$ cat src/rtl/hbg_pkg.sv
package hbg_pkg;
  // Bit positions of the two sides inside a side pair
  localparam int SIDE_LO = 0;
  localparam int SIDE_HI = 1;
  localparam int NUM_SIDES = 2;

  typedef logic [NUM_SIDES-1:0] side_vec_t;
endpackage

$ cat src/rtl/hbg_cmd_pipe.sv
// Matched-latency request pipeline and cross-conduction decode.
module hbg_cmd_pipe
  import hbg_pkg::*;
#(
  parameter int STAGES = 2
) (
  input  logic      clk,
  input  logic      rst,
  input  logic      cmd_hi_n,
  input  logic      cmd_lo_n,
  output side_vec_t req
);
  localparam int PW = NUM_SIDES * STAGES;

  // Packed shift register; newest pair in the low bits, both sides share depth
  logic [PW-1:0] shift_q;
  side_vec_t     tail;

  generate
    if (STAGES == 1) begin : g_single
      always_ff @(posedge clk) begin
        if (rst) shift_q <= '1;
        else     shift_q <= {cmd_hi_n, cmd_lo_n};
      end
    end else begin : g_chain
      always_ff @(posedge clk) begin
        if (rst) shift_q <= '1;
        else     shift_q <= {shift_q[PW-NUM_SIDES-1:0], cmd_hi_n, cmd_lo_n};
      end
    end
  endgenerate

  assign tail = shift_q[PW-1 -: NUM_SIDES];

  // Inverting inputs; a request counts only when the other side is idle
  always_comb begin
    req          = '0;
    req[SIDE_HI] = !tail[SIDE_HI] && tail[SIDE_LO];
    req[SIDE_LO] = !tail[SIDE_LO] && tail[SIDE_HI];
  end
endmodule

$ cat src/rtl/hbg_off_timer.sv
// Counts how long one gate has been off while its side is enabled.
module hbg_off_timer #(
  parameter int DT_CYCLES = 106
) (
  input  logic clk,
  input  logic rst,
  input  logic gate_q,
  input  logic en,
  output logic ready
);
  localparam int CW = (DT_CYCLES > 1) ? $clog2(DT_CYCLES) : 1;
  localparam logic [CW-1:0] LIMIT = CW'(DT_CYCLES - 1);

  logic [CW-1:0] cnt_q;

  always_ff @(posedge clk) begin
    if (rst)                cnt_q <= '0;
    else if (gate_q || !en) cnt_q <= '0;
    else if (cnt_q != LIMIT) cnt_q <= cnt_q + 1'b1;
  end

  // Opposite side may switch on in the next edge once this holds
  assign ready = !gate_q && en && (cnt_q == LIMIT);
endmodule

$ cat src/rtl/hb_deadtime_guard.sv
module hb_deadtime_guard
  import hbg_pkg::*;
#(
  parameter int DT_CYCLES   = 106,
  parameter int SYNC_STAGES = 2
) (
  input  logic clk,
  input  logic rst,
  input  logic cmd_hi_n,
  input  logic cmd_lo_n,
  input  logic en_hi,
  input  logic en_lo,
  output logic gate_hi,
  output logic gate_lo
);
  side_vec_t req;
  side_vec_t en_v;
  side_vec_t gate_q;
  side_vec_t gate_d;
  side_vec_t ready;

  assign en_v[SIDE_HI] = en_hi;
  assign en_v[SIDE_LO] = en_lo;

  hbg_cmd_pipe #(.STAGES(SYNC_STAGES)) u_pipe (
    .clk      (clk),
    .rst      (rst),
    .cmd_hi_n (cmd_hi_n),
    .cmd_lo_n (cmd_lo_n),
    .req      (req)
  );

  generate
    for (genvar s = 0; s < NUM_SIDES; s++) begin : g_side
      hbg_off_timer #(.DT_CYCLES(DT_CYCLES)) u_tmr (
        .clk    (clk),
        .rst    (rst),
        .gate_q (gate_q[s]),
        .en     (en_v[s]),
        .ready  (ready[s])
      );
      // A gate may rise only once the opposite side reports its off-time done
      assign gate_d[s] = en_v[s] && req[s] && ready[NUM_SIDES-1-s];
    end
  endgenerate

  always_ff @(posedge clk) begin
    if (rst) gate_q <= '0;
    else     gate_q <= gate_d;
  end

  assign gate_hi = gate_q[SIDE_HI];
  assign gate_lo = gate_q[SIDE_LO];
endmodule

$ cat config.mk
export PLATFORM = sky130hd
export DESIGN_NAME = hb_deadtime_guard
export DESIGN_NICKNAME = d
export VERILOG_FILES = /design/src/rtl/hbg_pkg.sv /design/src/rtl/hbg_cmd_pipe.sv /design/src/rtl/hbg_off_timer.sv /design/src/rtl/hb_deadtime_guard.sv
export SDC_FILE = /design/constraint.sdc
export NUM_CORES = 1
export LEC_CHECK = 0
export BUFFER_PORTS_ARGS = -buffer_cell sky130_fd_sc_hd__clkbuf_2
export CORE_ASPECT_RATIO = 1.1
export CORE_UTILIZATION = 59
export DETAILED_ROUTE_END_ITERATION = 12
export PLACE_DENSITY = 0.75
export RECOVER_POWER = 50
export REMOVE_ABC_BUFFERS = 1
export SLEW_MARGIN = 20
export SYNTH_ARGS = -nofsm -noshare
export SYNTH_HDL_FRONTEND = slang
export SYNTH_SLANG_ARGS = --single-unit
$ cat constraint.sdc
create_clock -name clk -period 3.2 [get_ports clk]
set_clock_uncertainty 0.05 [all_clocks]
set_input_delay 0.16 -clock clk [delete_from_list [all_inputs] [get_ports clk]]
set_output_delay 0.16 -clock clk [all_outputs]
set_load 0.005 [all_outputs]
---- Word level (Yosys, flattened, before mapping) ----
Index checks and enable logic that the tools add are counted.
storage, ports and cells
  input port bits ......................... 6
  logic and storage cells ................. 30
  bits in registers ....................... 20
  output and inout port bits .............. 2
operators by class
  add/sub/neg operators ................... 2
  reductions and logical operators ........ 20
  equality and inequality tests ........... 4
operators with widths
  cell                                                           number
  7-bit by 1-bit adder with 7-bit output, second input constant  2
  7-bit equality test, second input constant                     2
  7-bit != test, second input constant                           2
  1-bit logical AND                                              10
  1-bit logical NOT                                              6
  2-bit OR reduction                                             2
  1-bit logical OR                                               2

---- Longest topological paths before layout ----
Gate-level depths: netlist (run 1).
  depth in word-level cells ............... 4
  depth in mapped cells ................... 5

---- Hierarchy ----
Synthesis (run 1) repeated with hierarchy kept, for this count alone.
unflattened totals
  cell total of the unflattened synthesis .. 92
  area, all modules ....................... 915.9 um^2
modules (own cells, without submodules)
  module             area each (um^2)  cells each  instances  seq. area each (um^2)
  hbg_off_timer      369.1             39          2          140.1
  hbg_cmd_pipe       117.6             10          1          80.1
  hb_deadtime_guard  60.1              4           1          40.0

---- Worst setup path after synthesis (run 1) ----
No wires, ideal clock.
  path type ............................... register -> register
  from .................................... register g_side[0].u_tmr.cnt_q[0]
  to ...................................... register g_side[0].u_tmr.cnt_q[6]
  stages on the path, launching flop included .. 5
  clock period less this slack ............ 1.270 ns
  slack ................................... 1.930 ns
  arrival ................................. 1.150 ns
  cell sequence ........................... dfxtp_1 -> ha_1 -> nand3_1 -> or3_1 -> a21oi_1
between the ends
  cells in the longest elaborated chain, start to end .. 1
  elaborated cells between the ends (all ways) .. 2
  those cells by class .................... add/sub (1); eq/ne (1)
RTL lines
  element                                                                         RTL line             source
  start, declared                                                                 hbg_off_timer.sv:14  logic [CW-1:0] cnt_q;
  start signal, assigned                                                          hbg_off_timer.sv:19  else if (cnt_q != LIMIT) cnt_q <= cnt_q + 1'b1;
  7-bit by 1-bit adder with 7-bit output / 7-bit != test (equally long branches)  hbg_off_timer.sv:19
Several ways; a longest one is shown, not always the timed one.
A chain may end at the register's enable or synchronous reset.

---- Worst setup path in the final report (run 1) ----
Same ends and word-level chain as after synthesis.

==> metrics list, run 1 <==
- Counting flops and latches in the post-synthesis netlist gives 20.
- The tool flagged a number of max-cap violations equal to 0.
- Port buffering added 7 buffers.
- Fraction of registers with async set or reset after synthesis: 0%
* RSZ-0062 raised after global routing: false
- Non-filler cells in the finished layout: roughly 120
- Synth warnings: 0
- The count of pins over their slew limit came to 0.
- The routed design has 1521 um of wire.
* Total negative slack: 0 ns
* Count of flip-flops with a built-in enable after synthesis: 0
- Ranked by total cell area, the synthesized netlist is headed by sky130_fd_sc_hd__dfxtp_1, sky130_fd_sc_hd__ha_1, sky130_fd_sc_hd__xor2_1, sky130_fd_sc_hd__nand2_1, sky130_fd_sc_hd__a21oi_1.
- Worst hold path type: in2reg
- For this design the ratio of total power to cell area is between 400 and 500 nW/um2.
* Fraction of the yosys area taken by sequential cells: a little under half
- CTS built an H-tree with a depth of 1.
* Max-slew headroom at the worst pin: 67.62%
- Post-synthesis instance area: 875.8 um2
- Via density per instance: approximately 5.8
- Once detail routing completed, the nets flagged for antenna violations numbered 0.
- For this run, design rule violations remaining after detail routing come to 0.
- Area share of the largest cell type after synthesis: 45.71%
* Worst voltage drop across the vdd grid: ~0.32 mV
- Via Count: between 600 and 700
- Static timing analysis puts the maximum clock frequency at ~720 MHz.
- Among all flip-flop cells after synthesis, the most frequent one is sky130_fd_sc_hd__dfxtp_1.
* Category of the worst setup path launch point: register
- For the worst-skew pair, the clock arrives at the later sink with an insertion delay of around 0.29 ns.
- Summing all multi-input logic gate instances after layout gives around 460 um2.
- After layout, the worst path uses a little over two fifths of the clock period.
- Slew @ Worst Pin: ~0.48 ns
- Worst setup path category: reg2reg
- Category of the worst setup path capture point: register
- TritonCTS built the clock tree.
- Fillers: between 100 and 150
* Average wire length per cell after detail routing: approximately 13 um
* Clk pin slew, worst setup/hold paths: roughly 0.10 ns
* Core region area: ~1400 um2
- Final count of hold timing violations: 0
- In the final layout, the share of cells above drive strength 1 is 16.50%.
* I/O Pins: 8
- Starting Density: between 60% and 70%
- The initial antenna violation count was 0.
- Initial detailed-routing violation count: 11
* Cell with the most instances after synthesis: sky130_fd_sc_hd__dfxtp_1
- Static power due to leakage: about 0.00034 uW
* Syn-to-layout area delta: 9.857%
- GR Util All Layers: between 20% and 30%
* Setup violators final: 0
- Hold Crit Start: en_hi
- DIE HEIGHT: around 42 um
- In the synthesized netlist, the cells that appear most often are sky130_fd_sc_hd__dfxtp_1, sky130_fd_sc_hd__nand2_1, sky130_fd_sc_hd__nor2_1.
* TritonCTS sink count: 20
- Entering global routing, the biggest net connects 11 pins.
* Design Area, Final: slightly below 1000 um2
- At the end of routability-driven placement, the weighted congestion stood at about 0.8.
* Die Area: around 1600 um2
* Post-synth top area cell: sky130_fd_sc_hd__dfxtp_1
* Worst setup slack before clock tree synthesis: around 1.8 ns
- Cell variety after synth: 30
- STA puts the critical path data arrival time at approximately 1.6 ns.
- In this run the mean area of a mapped cell was 9.520 um2.
- Global-route wire length before repair: 2718 um
- Instance count of the mapped netlist: 92
- The startpoint identified for the worst register-to-register timing path is g_side[0].u_tmr.cnt_q[0]$_SDFFE_PP0P_.
- In this run, CTS created clock tree buffers numbering 3.
- In this run, placement finished with an instance count of about 110.
* Placed Area: a little over 900 um2
- Run status: complete, no violations
* Largest buffer count on any clock path: 2
- Root Buffer Master: sky130_fd_sc_hd__clkbuf_4
- Worst R2R Setup Slack: 1.81 ns
- Total overflow reported by the global router: 0
- The first detailed-routing pass ran for 4 iterations.
* Crit path setup slack, layout: roughly 1.8 ns
- Net count of the finished layout: 115
- Registers take about 400 um2.
* Required time of the critical path: between 3 and 4 ns
* Maximum fanout encountered on the critical timing path: 6
- The repair_antennas step left the layout with diodes totalling 0.
* Half-perimeter wire length after detailed placement: 1146 um
- Startpoint of the worst setup timing path: g_side[0].u_tmr.cnt_q[0]$_SDFFE_PP0P_
* Horizontal die dimension: roughly 39 um
- After floorplanning, the core was divided into 14 placement rows.
- Number of global-route vias before repair: around 700
- The worst path in the final design needs a cycle of 1.390 ns, including I/O delays and setup.
## state kept, by name, summed over array words and instances (netlist names)
signal	count
u_pipe.shift_q	4
g_side.u_tmr.cnt_q	14
gate_q	2
## cell families after synthesis
kind of cell | count (synthesis) | share of synthesized area, %
adder cells (fa/ha/maj) | 4 | 5.715
flip-flops | 20 | 45.71
XOR/XNOR | 6 | 6.000
AND/OR/NAND/NOR | 46 | 31.57
buffers and inverters | 3 | 1.428
AO/OA/AOI/OAI | 13 | 9.570
## layout make-up
cell class	count	area share, %
multi-input combinational	69	47.59
clock buffer	3	2.341
tap	16	2.081
inverter	2	0.7802
timing repair buffer	9	5.592
sequential	20	41.61
## metrics by stage
stage                     utilization (%)  total power [uW]  hold WS, ns
after floorplan                         -             275.4       0.2138
after global placement              66.91             282.2       0.2985
after detailed placement            66.91             283.5       0.3001
after CTS                           69.98             398.9      0.05638
after global routing                69.53             408.6      0.07665
final                               69.53             393.1      0.06746
## report_power, final
part | leakage, uW | switching [uW] | internal (uW)
sequential | 0.000163 | 4.08 | 254
clock | 0.0000138 | 70.1 | 43.8
combinational | 0.000163 | 10.6 | 11.1
total | 0.000339 | 84.7 | 308
## final timing paths
check                           depth (start not counted)                                    end
worst max-delay path                                    4  g_side[0].u_tmr.cnt_q[6]$_SDFFE_PP0P_
worst min-delay path                                    3                   gate_q[1]$_SDFF_PP0_
worst max register to register                          4  g_side[0].u_tmr.cnt_q[6]$_SDFFE_PP0P_
worst min register to register                          1           u_pipe.shift_q[3]$_SDFF_PP1_
## cell usage in the layout, fill, tap and decap left out, types with 3 or more instances in the layout
cell type and n:
sky130_fd_sc_hd__nor3b_1 3, sky130_fd_sc_hd__ha_1 4, sky130_fd_sc_hd__or2_2 4, sky130_fd_sc_hd__nand3_1 6
sky130_fd_sc_hd__nand2_1 7, sky130_fd_sc_hd__dfxtp_1 20, sky130_fd_sc_hd__clkbuf_4 3, sky130_fd_sc_hd__or3_1 4
sky130_fd_sc_hd__o21ai_0 5, sky130_fd_sc_hd__xor2_1 4, sky130_fd_sc_hd__nor3_1 3, sky130_fd_sc_hd__a21oi_1 5
sky130_fd_sc_hd__nor2_1 6, sky130_fd_sc_hd__clkbuf_2 6
## critical path: stages (launching register included)
cell,delay [ns]
sky130_fd_sc_hd__dfxtp_1,0.43
sky130_fd_sc_hd__ha_1,0.21
sky130_fd_sc_hd__nand3_1,0.14
sky130_fd_sc_hd__or3_1,0.37
sky130_fd_sc_hd__a21oi_1,0.14
## metal layers
| layer | track usage, % | wire length (um) | vias up |
|---|---|---|---|
| met4 | 10.34 | 13 | 0 |
| met2 | 37.33 | 704 | 13 |
| met3 | 3.191 | 43 | 2 |
| met1 | 29.39 | 760 | 325 |
| li1 | - | - | 346 |
| met5 | 0 | 0 | - |
## repair_timing
item | in CTS | in global routing
resized for setup | 0 | 0
setup buffers | 0 | 0
hold endpoints to repair | 2 | 0
hold buffers | 2 | 0
(Power assumes the default switching activity.)
==> run 2: changes to the inputs <==
--- a/config.mk
+++ b/config.mk
@@ -5,11 +5,12 @@
 export SDC_FILE = /design/constraint.sdc
 export NUM_CORES = 1
 export LEC_CHECK = 0
+export ABC_AREA = 1
 export BUFFER_PORTS_ARGS = -buffer_cell sky130_fd_sc_hd__clkbuf_2
 export CORE_ASPECT_RATIO = 1.1
-export CORE_UTILIZATION = 59
+export CORE_UTILIZATION = 56
 export DETAILED_ROUTE_END_ITERATION = 12
-export PLACE_DENSITY = 0.75
+export PLACE_DENSITY = 0.71
 export RECOVER_POWER = 50
 export REMOVE_ABC_BUFFERS = 1
 export SLEW_MARGIN = 20
==> constraint.sdc (replaced) <==
create_clock -name clk -period 1.45 [get_ports clk]
set_clock_uncertainty 0.05 [all_clocks]
set_input_delay 0.0725 -clock clk [delete_from_list [all_inputs] [get_ports clk]]
set_output_delay 0.0725 -clock clk [all_outputs]
set_load 0.005 [all_outputs]
==> metrics list, run 2 <==
- Die Area: 1858 um2 (was 1643 um2)
- Cell types occupying the most area after synthesis: sky130_fd_sc_hd__dfxtp_1, sky130_fd_sc_hd__inv_1, sky130_fd_sc_hd__nand2_1, sky130_fd_sc_hd__nand3_1, sky130_fd_sc_hd__nor2_1 (was sky130_fd_sc_hd__dfxtp_1, sky130_fd_sc_hd__ha_1, sky130_fd_sc_hd__xor2_1, sky130_fd_sc_hd__nand2_1, sky130_fd_sc_hd__a21oi_1).
* Cell with the most instances after synthesis: sky130_fd_sc_hd__inv_1 (was sky130_fd_sc_hd__dfxtp_1)
* Largest buffer count on any clock path: 2 (unchanged)
- The number of hold violations in the final report was 0 (unchanged).
- The most frequently used flop master after synthesis is sky130_fd_sc_hd__dfxtp_1 (unchanged).
- The clock root buffer master is sky130_fd_sc_hd__clkbuf_4 (unchanged).
- The total power per unit cell area was 800.5 nW/um2 (was 408.6 nW/um2).
- The remaining antenna violation count was 0 (unchanged).
* Setup violators final: 0 (unchanged)
* Horizontal die dimension: 41.19 um (was 38.74 um)
- CTS resizes: 0 (unchanged)
- I/O Pins: 8 (unchanged)
- Via density per instance: 4.887 (was 5.765)
- DIE HEIGHT: 45.11 um (was 42.41 um)
- The required time at the worst-slack endpoint came to 1.58 ns (was 3.38 ns).
- Syn-to-layout area delta: 14.68% (was 9.857%)
* Cell variety after synth: 14 (was 30)
- Instance count of the mapped netlist: 135 (was 92)
- Antenna violations before repair: 0 (unchanged)
* Flip-flop count of the largest register, all copies and words added: 14 (unchanged)
- Count of inserted antenna diode cells: 0 (unchanged)
- The detailed-placement wirelength estimate came to 1218 um (was 1146 um).
- The post-layout instance area is 1085 um2 (was 962.2 um2).
- Fraction of final layout cells with drive strength greater than 1: 10.60% (was 16.50%)
- Static power due to leakage: 0.0004204 uW (was 0.0003392 uW)
- Switching portion of total power: 20.87% (was 21.55%)
- The count of buffers from port buffering came to 7 (unchanged).
- GR Util All Layers: 19.84% (was 23.08%)
- Final count of pins violating max slew: 0 (unchanged)
* Net Sw Power: 181.2 uW (was 84.72 uW)
* Syn avg cell area: 7.007 um2 (was 9.520 um2)
- Clock network power share: 27.8% (was 28.9%)
- The arrival time at the worst endpoint is 1.55 ns (was 1.57 ns).
- Post-synthesis register bit count: 20 (unchanged)
- FMAX: 705.2 MHz
- The total power consumption of the routed design is 868.4 uW (was 393.1 uW).
- Slew @ Worst Pin: 0.2766 ns (was 0.4847 ns)
* Placed Area: 1002 um2 (was 925.9 um2)
- The top register by number of flip-flops is g_side.u_tmr.cnt_q (unchanged).
* Category of the worst setup path launch point: input port (was register)
- Internal power consumption: 687.1 uW (was 308.4 uW)
* Global-route wire length before repair: 2484 um (was 2718 um)
- The number of clock sinks seen by CTS is 20 (unchanged).
- The routed design could run at a clock period as short as 1.418 ns.
* Average wire length per cell after detail routing: 9.637 um (was 12.78 um)
- Fraction of the yosys area taken by sequential cells: 42.33% (was 45.71%)
- Number of global-route vias before repair: 670 (was 687)
- Area share of the largest cell type after synthesis: 42.33% (was 45.71%)
- The post-detailed-route DRC marker count came to 0 (unchanged).
- Max H-tree Level: 1 (unchanged)
- The post-placement setup slack is 0.2946 ns (was 1.841 ns).
- Worst voltage drop across the vdd grid: 0.5320 mV (was 0.3201 mV)
- Number of maximum-capacitance violations: 0 (unchanged)
- DRT Wirelength: 1619 um (was 1521 um)
* Worst setup path category: in2reg (was reg2reg)
- Regs by FF count: g_side.u_tmr.cnt_q (14), u_pipe.shift_q (4), gate_q (2) (unchanged).
* Commonest non-fill, non-tap cell in the layout: sky130_fd_sc_hd__inv_1 (was sky130_fd_sc_hd__dfxtp_1)
* Starting Density: 60.00% (was 63.29%)
- Clock buffer count from CTS: 3 (unchanged)
* Via Count: 821 (was 686)
- Total overflow reported by the global router: 0 (unchanged)
- RSZ-0062 raised after global routing: false (unchanged)
- The placement row count was 15 (was 14).
- Count of flip-flops with a built-in enable after synthesis: 0 (unchanged)
- The relative contribution of sequential cells to total power came to 65.2% (was 65.5%).
* Initial DRT Pass Iterations: 4 (unchanged)
- The setup fix buffers added after clock tree synthesis was 0 (unchanged).
* Initial detailed-routing violation count: 17 (was 11)
* Proportion of power drawn by combinational gates: 7.0% (was 5.5%)
- The pin count of the biggest net entering global routing came to 11 (unchanged).
- The cell type with the highest aggregate area in the netlist was sky130_fd_sc_hd__dfxtp_1 (unchanged).
* Category of the worst setup path capture point: register (unchanged)
- Final core area utilization: 68.81% (was 69.53%)
- The type of the most critical hold path is reg2reg (was in2reg).
- The async set or reset register ratio after synthesis was 0% (unchanged).
- Clk pin slew, worst setup/hold paths: 0.10 ns (about the same)
- Run status: complete, no violations (unchanged).
- Post-synthesis instance area: 945.9 um2 (was 875.8 um2)
- Top post-synthesis cells by count: sky130_fd_sc_hd__inv_1, sky130_fd_sc_hd__nand2_1, sky130_fd_sc_hd__dfxtp_1 (was sky130_fd_sc_hd__dfxtp_1, sky130_fd_sc_hd__nand2_1, sky130_fd_sc_hd__nor2_1)
- Maximum fanout encountered on the critical timing path: 5 (was 6)
- The TritonCTS clock tree is built (unchanged).
- GPL Wtd Cong: 0.8674 (was 0.7885)
* Synth warnings: 0 (unchanged)
- Of the available clock period, the critical path in the final layout requires 97.79%.
- Clock latency reported for the late side of the worst-skew pair: 0.29 ns (about the same)
* Crit path setup slack, layout: 0.03200 ns (was 1.810 ns)
- The total negative setup slack came to 0 ns (unchanged).
- Max-slew headroom at the worst pin: 81.51% (was 67.62%)
- Core region area: 1577 um2 (was 1384 um2)
- Highest-count cells in the layout ignoring fill and taps: sky130_fd_sc_hd__inv_1, sky130_fd_sc_hd__nand2_1, sky130_fd_sc_hd__nor2_1, sky130_fd_sc_hd__dfxtp_1, sky130_fd_sc_hd__nand3_1 (was sky130_fd_sc_hd__dfxtp_1, sky130_fd_sc_hd__nand2_1, sky130_fd_sc_hd__nor2_1, sky130_fd_sc_hd__nand3_1, sky130_fd_sc_hd__clkbuf_2).
- The final-stage net count came to 163 (was 115).
==> run 2: cell types whose count changed in the layout (fill, tap and decap cells not counted), sizes merged, moves of 3 or more <==
cell,delta
or3,-4
dlygate4sd3,+5
inv,+24
nand2,+17
xor2,-4
nand3,+10
nor3b,-3
a21oi,+3
nor2,+16
==> run 2: cell type report <==
| class | instances | area [um2] |
|---|---|---|
| sequential | 20 | 400.4 |
| inverter | 26 | 97.59 |
| multi-input combinational | 89 | 442.9 |
| timing repair buffer | 13 | 100.1 |
| tap | 17 | 21.27 |
| fill | 144 | 491.7 |
| clock buffer | 3 | 22.52 |
==> run 2: cells by family after synthesis <==
family          share of synthesized area, %
compound gates                         6.349
xor+xnor                               1.852
fa+ha+maj                              5.291
buf+inv                                10.32
flops                                  42.33
simple gates                           33.86
==> run 2: critical path, cell delays in order <==
cell and delay (ns):
sky130_fd_sc_hd__dlygate4sd3_1 0.58, sky130_fd_sc_hd__or2_2 0.31, sky130_fd_sc_hd__dlygate4sd3_1 0.58
==> run 2: power by group through the flow <==
stage          Clock (uW)  Combinational (uW)  Sequential, uW
2_1_floorplan           0                33.1             578
3_3_place_gp            0                46.8             579
3_5_place_dp            0                47.2             579
4_1_cts               252                61.6             567
5_1_grt               278                71.0             568
6_report              241                60.7             566
==> run 2: path summary, 6_finish.rpt <==
check / from / end / slack (ns) / depth (start not counted)
worst max-delay path: rst / u_pipe.shift_q[1]$_SDFF_PP1_ / 0.03 / 3
worst min register to register: u_pipe.shift_q[0]$_SDFF_PP1_ / u_pipe.shift_q[2]$_SDFF_PP1_ / 0.37 / 1
worst min-delay path: u_pipe.shift_q[0]$_SDFF_PP1_ / u_pipe.shift_q[2]$_SDFF_PP1_ / 0.37 / 1
worst max register to register: g_side[1].u_tmr.cnt_q[0]$_SDFFE_PP0P_ / g_side[1].u_tmr.cnt_q[6]$_SDFFE_PP0P_ / 0.29 / 6
==> run 2: what timing repair did <==
| item | CTS | global route |
|---|---|---|
| endpoints found under the hold margin | 6 | 0 |
| hold buffers | 7 | 0 |
| setup endpoints to repair | 0 | 2 |
==> run 2: per-layer routing <==
layer	part of all wire [%]	GRT usage, %	wire, um
met1	45	23.03	721
met2	52	34.06	838
met3	2.3	4.433	38
met4	1.2	7.742	20
met5	0	0	0
==> run 2: per-stage QoR <==
stage                     hold WS, ns  cells
after floorplan                0.1263    135
after global placement         0.2076    159
after detailed placement       0.2090    159
after CTS                      0.3788    169
after global routing           0.3900    168
final                          0.3710    168
